[src/rtl/gpio_pkg.sv]
package gpio_pkg;
  localparam int IDX_W  = 8;
  localparam int BANK_W = 3;
  localparam int OUT_BIT = 0;
  localparam int IN_BIT  = 1;
  localparam int INV_BIT = 23;
  localparam int EV_LO   = 25;
  localparam int EV_HI   = 26;

  typedef enum logic [2:0] {
    SEL_NONE, SEL_BASE, SEL_CFG, SEL_STS, SEL_EN
  } rdSel_e;

  typedef struct packed {
    logic              rdReq;
    rdSel_e            rdSel;
    logic              cfgWr;
    logic              stsWr;
    logic              enWr;
    logic [IDX_W-1:0]  pad;
    logic [BANK_W-1:0] bank;
  } strobe_t;
endpackage

[src/rtl/gpio_ctrl.sv]
module gpio_ctrl
  import gpio_pkg::*;
#(
  parameter int NUM_PADS  = 40,
  parameter int NUM_BANKS = 2,
  parameter int ADDR_W    = 10,
  parameter int BASE_WORD = 3,
  parameter int STS_WORD  = 'h40,
  parameter int EN_WORD   = 'h48,
  parameter int CFG_WORD  = 'h100
) (
  input  logic              clk,
  input  logic              rst_n,
  input  logic [ADDR_W-1:0] addr,
  input  logic              rdEn,
  input  logic              wrEn,
  output logic              ready,
  output strobe_t           stb
);
  localparam logic [ADDR_W-1:0] BASE_A = ADDR_W'(BASE_WORD);
  localparam logic [ADDR_W-1:0] STS_LO = ADDR_W'(STS_WORD);
  localparam logic [ADDR_W-1:0] STS_HI = ADDR_W'(STS_WORD + NUM_BANKS);
  localparam logic [ADDR_W-1:0] EN_LO  = ADDR_W'(EN_WORD);
  localparam logic [ADDR_W-1:0] EN_HI  = ADDR_W'(EN_WORD + NUM_BANKS);
  localparam logic [ADDR_W-1:0] CFG_LO = ADDR_W'(CFG_WORD);
  localparam logic [ADDR_W-1:0] CFG_HI = ADDR_W'(CFG_WORD + 4 * NUM_PADS);

  logic inCfg, inSts, inEn, inBase;
  logic [ADDR_W-1:0] relCfg, relSts, relEn;

  always_comb begin
    relCfg = addr - CFG_LO;
    relSts = addr - STS_LO;
    relEn  = addr - EN_LO;
    inBase = (addr == BASE_A);
    inSts  = (addr >= STS_LO) && (addr < STS_HI);
    inEn   = (addr >= EN_LO) && (addr < EN_HI);
    inCfg  = (addr >= CFG_LO) && (addr < CFG_HI) && (relCfg[1:0] == 2'b00);

    stb.rdReq = rdEn;
    stb.cfgWr = wrEn && inCfg;
    stb.stsWr = wrEn && inSts;
    stb.enWr  = wrEn && inEn;
    stb.pad   = IDX_W'(relCfg >> 2);
    stb.bank  = inSts ? BANK_W'(relSts) : BANK_W'(relEn);
    if (inBase)     stb.rdSel = SEL_BASE;
    else if (inCfg) stb.rdSel = SEL_CFG;
    else if (inSts) stb.rdSel = SEL_STS;
    else if (inEn)  stb.rdSel = SEL_EN;
    else            stb.rdSel = SEL_NONE;
  end

  always_ff @(posedge clk) begin
    if (!rst_n) ready <= 1'b0;
    else        ready <= rdEn || wrEn;
  end

  assert_ready_follows_req_R11: assert property (@(posedge clk) disable iff (!rst_n)
    (rdEn || wrEn) |=> ready);
  assert_ready_idle_R11: assert property (@(posedge clk) disable iff (!rst_n)
    !(rdEn || wrEn) |=> !ready);
endmodule

[src/rtl/gpio_datapath.sv]
module gpio_datapath
  import gpio_pkg::*;
#(
  parameter int NUM_PADS  = 40,
  parameter int NUM_BANKS = 2,
  parameter int BASE_BYTE = 'h400
) (
  input  logic                clk,
  input  logic                rst_n,
  input  strobe_t             stb,
  input  logic [31:0]         wdata,
  input  logic [NUM_PADS-1:0] padIn,
  output logic [NUM_PADS-1:0] padOut,
  output logic [31:0]         rdata,
  output logic                irq
);
  logic [31:0] cfgQ [NUM_PADS];
  logic [NUM_PADS-1:0] sync1, sync2, prevQ, evt;
  logic [NUM_BANKS-1:0][31:0] stsQ, enQ, evtBank, validMask;
  logic [31:0] rdVal;

  always_ff @(posedge clk) begin
    if (!rst_n) begin
      sync1 <= '0;
      sync2 <= '0;
      prevQ <= '0;
    end else begin
      sync1 <= padIn;
      sync2 <= sync1;
      prevQ <= sync2;
    end
  end

  for (genvar p = 0; p < NUM_PADS; p++) begin : g_pad
    logic effNow, effOld;
    always_ff @(posedge clk) begin
      if (!rst_n) cfgQ[p] <= '0;
      else if (stb.cfgWr && stb.pad == IDX_W'(p))
        cfgQ[p] <= wdata & ~(32'h1 << IN_BIT);
    end
    assign padOut[p] = cfgQ[p][OUT_BIT];
    assign effNow = sync2[p] ^ cfgQ[p][INV_BIT];
    assign effOld = prevQ[p] ^ cfgQ[p][INV_BIT];
    always_comb begin
      case (cfgQ[p][EV_HI:EV_LO])
        2'b00:   evt[p] = effNow;
        2'b01:   evt[p] = effNow & ~effOld;
        2'b11:   evt[p] = effNow ^ effOld;
        default: evt[p] = 1'b0;
      endcase
    end

    assert_both_edge_quiet_R6: assert property (@(posedge clk) disable iff (!rst_n)
      (cfgQ[p][EV_HI:EV_LO] == 2'b11 && sync2[p] == prevQ[p]) |-> !evt[p]);
  end

  for (genvar b = 0; b < NUM_BANKS; b++) begin : g_bank
    for (genvar i = 0; i < 32; i++) begin : g_bit
      if (b * 32 + i < NUM_PADS) begin : g_on
        assign evtBank[b][i]   = evt[b * 32 + i];
        assign validMask[b][i] = 1'b1;
      end else begin : g_off
        assign evtBank[b][i]   = 1'b0;
        assign validMask[b][i] = 1'b0;
      end
    end

    always_ff @(posedge clk) begin
      if (!rst_n) begin
        stsQ[b] <= '0;
        enQ[b]  <= '0;
      end else begin
        if (stb.stsWr && stb.bank == BANK_W'(b))
          stsQ[b] <= (stsQ[b] & ~wdata) | evtBank[b];
        else
          stsQ[b] <= stsQ[b] | evtBank[b];
        if (stb.enWr && stb.bank == BANK_W'(b))
          enQ[b] <= wdata & validMask[b];
      end
    end

    assert_event_latches_R4: assert property (@(posedge clk) disable iff (!rst_n)
      (evtBank[b] != '0) |=> ((stsQ[b] & $past(evtBank[b])) == $past(evtBank[b])));
    assert_w1c_clears_R7: assert property (@(posedge clk) disable iff (!rst_n)
      (stb.stsWr && stb.bank == BANK_W'(b)) |=>
        ((stsQ[b] & $past(wdata & ~evtBank[b])) == '0));
  end

  assign irq = |(stsQ & enQ);

  always_comb begin
    rdVal = '0;
    case (stb.rdSel)
      SEL_BASE: rdVal = 32'(BASE_BYTE);
      SEL_CFG: begin
        for (int p = 0; p < NUM_PADS; p++) begin
          if (stb.pad == IDX_W'(p)) begin
            rdVal = cfgQ[p];
            rdVal[IN_BIT] = sync2[p];
          end
        end
      end
      SEL_STS: begin
        for (int b = 0; b < NUM_BANKS; b++)
          if (stb.bank == BANK_W'(b)) rdVal = stsQ[b];
      end
      SEL_EN: begin
        for (int b = 0; b < NUM_BANKS; b++)
          if (stb.bank == BANK_W'(b)) rdVal = enQ[b];
      end
      default: rdVal = '0;
    endcase
  end

  always_ff @(posedge clk) begin
    if (!rst_n)         rdata <= '0;
    else if (stb.rdReq) rdata <= rdVal;
    else                rdata <= '0;
  end

  assert_unmapped_reads_zero_R10: assert property (@(posedge clk) disable iff (!rst_n)
    (stb.rdReq && stb.rdSel == SEL_NONE) |=> (rdata == '0));
endmodule

[src/rtl/gpio_community.sv]
module gpio_community
  import gpio_pkg::*;
#(
  parameter int NUM_PADS = 40,
  parameter int ADDR_W   = 10
) (
  input  logic                clk,
  input  logic                rst_n,
  input  logic [ADDR_W-1:0]   busAddr,
  input  logic                busRd,
  input  logic                busWr,
  input  logic [31:0]         busWdata,
  output logic [31:0]         busRdata,
  output logic                busReady,
  input  logic [NUM_PADS-1:0] padIn,
  output logic [NUM_PADS-1:0] padOut,
  output logic                irq
);
  localparam int NUM_BANKS = (NUM_PADS + 31) / 32;
  localparam int BASE_WORD = 3;
  localparam int STS_WORD  = 'h40;
  localparam int EN_WORD   = 'h48;
  localparam int CFG_WORD  = 'h100;
  localparam int CFG_BYTE  = CFG_WORD * 4;

  strobe_t stb;

  gpio_ctrl #(
    .NUM_PADS(NUM_PADS), .NUM_BANKS(NUM_BANKS), .ADDR_W(ADDR_W),
    .BASE_WORD(BASE_WORD), .STS_WORD(STS_WORD), .EN_WORD(EN_WORD),
    .CFG_WORD(CFG_WORD)
  ) u_ctrl (
    .clk(clk), .rst_n(rst_n), .addr(busAddr), .rdEn(busRd), .wrEn(busWr),
    .ready(busReady), .stb(stb)
  );

  gpio_datapath #(
    .NUM_PADS(NUM_PADS), .NUM_BANKS(NUM_BANKS), .BASE_BYTE(CFG_BYTE)
  ) u_dp (
    .clk(clk), .rst_n(rst_n), .stb(stb), .wdata(busWdata), .padIn(padIn),
    .padOut(padOut), .rdata(busRdata), .irq(irq)
  );
endmodule

[config.mk]
export PLATFORM = sky130hd
export DESIGN_NAME = gpio_community
export DESIGN_NICKNAME = d
export VERILOG_FILES = /design/src/rtl/gpio_pkg.sv /design/src/rtl/gpio_ctrl.sv /design/src/rtl/gpio_datapath.sv /design/src/rtl/gpio_community.sv
export SDC_FILE = /design/constraint.sdc
export NUM_CORES = 2
export LEC_CHECK = 0
export ABC_AREA = 1
export BUFFER_PORTS_ARGS = -buffer_cell sky130_fd_sc_hd__buf_2
export CORE_MARGIN = 2
export CORE_UTILIZATION = 45
export DETAILED_ROUTE_END_ITERATION = 7
export GPL_TIMING_DRIVEN = 0
export MAX_ROUTING_LAYER = met4
export PLACE_DENSITY = 0.68
export SLEW_MARGIN = 25
export SYNTH_ARGS = -nofsm -noshare
export SYNTH_HDL_FRONTEND = slang
export SYNTH_SLANG_ARGS = --single-unit
[constraint.sdc]
create_clock -name clk -period 5.3 [get_ports clk]
set_clock_uncertainty 0.15 [all_clocks]
set_input_delay 1.06 -clock clk [delete_from_list [all_inputs] [get_ports clk]]
set_output_delay 1.06 -clock clk [all_outputs]
set_load 0.05 [all_outputs]
==> run_results.csv <==
group,metric,value,unit
min_path,hold_start,"u_dp.sync1[20]",
die,io-pin-count,160,
synth,ys_ff_latch,1497,
detailed_routing,drtAntennaViolNets,0,
critical_path,path_class,"primary input to flop",
sta,layout_min_cycle_time,5.396,ns
min_path,hold_depth,2,
pwr,p_leak,29.86,nW
cells_and_area,syn2layout_area_growth,15.48,%
die,fp-row-count,140,
clock_network,clkSinkCount,1497,
pwr,ir_drop,315.9,uV
clock_network,clk_pin_slew_worst_paths,0.06,ns
detailed_routing,wl_met1,93540,um
die,start_util,45.15,%
critical_path,worst-r2r-cell-count,24,
critical_path,endpoint_kind,"flop",
synth,synth_ff_type,"edfxtp_1",
synth,yosys.cell_count.top_type,"nor2_1",
sta,finalCritPeriodShare,101.8,%
synth,synth_area_leaders,"edfxtp_1 (57%), nor2_1 (9.5%), nand2_1 (8.1%), dfxtp_1 (7.8%), inv_1 (3.2%)",
sta,fmax,185.3,MHz
critical_path,startpoint_type,"primary input",
die,design.core.area,145200,sq um
synth,async_reset_ff_share,0,%
critical_path,cp.arrival,5.91,ns
synth,synth_enable_flop_cells,1240,
placement,place_area,70220,sq um
clock_network,ctsRootBufferMaster,"clkbuf_16",
die,die_y,385.7,um
flow_run,cap_violations,0,
clock_network,insertion_delay,0.83,ns
detailed_routing,drc,1,
synth,synth_largest_area_cell,"edfxtp_1",
critical_path,crit_required,5.81,ns
critical_path,path_max_fanout,10,
synth,ys_seq_area_share,64.64,%
detailed_routing,drtIter0Drc,8088,
sta,setup_viol,4,
die,die-width,385.7,um
cells_and_area,nFillCells,12870,
placement,hpwl,170800,um
grt,antenna_found_initial,12,
synth,ys_types,39,
synth,syn_area,65570,sq um
grt,gr-total-overflow,0,
detailed_routing,drt_wl_total,237500,um
detailed_routing,wl_per_cell,25.61,um
grt,grt_pass1_wl,334500,um
sta,rsz0062_at_grt,"true",
cells_and_area,final_core_util,52.14,%
cells_and_area,drive_gt1_share,10.94,%
min_path,hold_path.class,"flop to flop",
synth,synthesis.nets,6970,
grt,first_global_vias,47300,
critical_path,r2r-start,"u_dp.cfgQ[0][0]",
synth,synthTopCellsByCount,"nor2_1 (1,663), nand2_1 (1,423), edfxtp_1 (1,240)",
sta,holdWs,0.2563,ns
clock_network,cts_tree,"done",
synth,synthCells,6844,
grt,grt_util_all_layers,32.50,%
critical_path,startpoint,"busAddr[7]",
outcome,violations,"DRC, setup timing",
outcome,status,"finished, violations left",
detailed_routing,drtPass1Iterations,8,
detailed_routing,routed_via_density,5.622,
placement,place_ws,-1.666,ns
detailed_routing,vias,52140,
clock_network,cts.htree.levels,4,
detailed_routing,met2_length,101200,um
synth,syn_area_per_cell,9.580,sq um
placement,gp_congestion,0.9964,
cells_and_area,final_area,75720,sq um
sta,worstMarginPinSlew,1.202,ns
detailed_routing,top_layer,"met4",
pwr,finalPower,26.01,mW
clock_network,numCtsBuffers,159,
grt,grt_start_max_net_pins,32,
sta,slew_headroom,19.87,%
pwr,power_density,343.5,nW/um^2
sta,fin_ws,-0.09598,ns
die,dieArea,148800,sq um
synth,synth_top_area_share,56.79,%
sta,finalMaxSlewViolations,0,
detailed_routing,wl_met3,31340,um
placement,portBuffers,157,
synth,ys_warn_count,0,
clock_network,cts_buffer_depth,3,
cells_and_area,fin_nets,7342,
sta,hold_viol_final,0,
==> final cells by class <==
class,instances,area (sq um),share of cell area [%]
flip-flops and latches,1497,42380,55.97
plain buffers,488,2100,2.773
well taps,1917,2399,3.168
multi-input cells,4279,19710,26.03
diodes,6,15.01,0.01983
repair buffers,211,1897,2.505
clock buffers,231,4441,5.865
inverters,580,2177,2.875
clock inverters,65,601.8,0.7948
==> critical path, stage by stage <==
cell      delay, ns
clkbuf_4       0.16
nor2_1         0.22
nand2_2        0.13
buf_12         0.16
nor2_8         0.25
inv_2          0.09
buf_6          0.16
nor2_1         0.07
o21bai_2       0.16
nand4_1        0.20
nand2_1        0.13
nand3_1        0.12
nand2_1        0.13
nand4_1        0.12
nor2_1         0.23
nand4_1        0.20
nor2_1         0.29
nand4_1        0.24
nor2_1         0.25
nand4_1        0.18
nor2_1         0.24
nand4_1        0.24
nor2_2         0.22
nand4_1        0.18
nand2_1        0.15
nand4_1        0.09
nand2_1        0.08
a21oi_1        0.09
==> per-layer routing <==
layer / vias to the layer above / GRT usage [%]
li1: 23090 / -
met1: 25090 / 45.07
met2: 3471 / 45.82
met3: 494 / 7.499
met4: 0 / 13.63
met5: - / -
==> where the power goes <==
part / total, mW / internal (mW) / switching [mW]
clock network: 11.0 / 6.19 / 4.80
logic: 1.53 / 0.352 / 1.18
registers: 13.5 / 13.3 / 0.238
==> worst paths after layout <==
path / slack (ns) / endpoint
worst min register to register: 0.26 / u_dp.sync2[20]
worst max-delay path: -0.1 / u_dp.rdata[20]
worst max register to register: 0.59 / u_dp.rdata[0]
worst min-delay path: 0.26 / u_dp.sync2[20]
==> cell families after synthesis <==
family / Yosys count / share of synthesized area, %
fa+ha+maj: 40 / 0.7633
simple gates: 3638 / 22.64
compound gates: 521 / 4.496
flops: 1497 / 64.64
buf+inv: 1068 / 6.393
xor+xnor: 80 / 1.069
==> flip-flops by register name (all words and copies together) (netlist names) <==
signal	flops
u_ctrl.ready	1
u_dp.stsQ	64
u_dp.rdata	32
u_dp.prevQ	40
u_dp.sync1	40
u_dp.sync2	40
u_dp.enQ	40
u_dp.cfgQ	1240
==> repair_timing <==
| action | 4_1_cts | 5_1_grt |
|---|---|---|
| buffers inserted | 5 | 8 |
| pin swaps | 15 | 29 |
| cloned | 0 | 0 |
| endpoints found under the hold margin | 0 | 0 |
| endpoints found under the setup margin | 17 | 22 |
| resized for setup | 50 | 70 |
| hold buffers | 0 | 0 |
==> placed cells by master (no fill, tap or decap), types with 8 or more instances in the layout <==
cell and count:
or2_0 9, clkbuf_8 12, a21oi_1 178, nand4_1 223, buf_2 168, buf_4 54
or2_2 128, xnor2_1 40, a32oi_1 9, clkbuf_2 41, clkinv_1 25, nor2_4 11
nor2_2 48, nand2_2 22, a31oi_1 41, o21ai_0 164, a32o_1 14, nand2_1 1402
clkbuf_1 430, xor2_1 40, inv_2 10, nand3_1 160, clkbuf_16 162, buf_1 13
edfxtp_1 1240, dfxtp_1 257, ha_1 40, buf_16 32, buf_8 8, o211ai_1 40
clkinv_2 21, nor2_1 1611, inv_1 566, o21ai_4 36, o22ai_1 19
==> metrics by stage <==
| stage | instances | TNS (ns) |
|---|---|---|
| floorplan | 6844 | 0 |
| global placement | 8918 | -2949.24 |
| detailed placement | 8959 | -59.82 |
| CTS | 9260 | -0.04317 |
| global route | 9272 | -0.02297 |
| finish | 9274 | -0.1675 |
(Power assumes the default switching activity.)
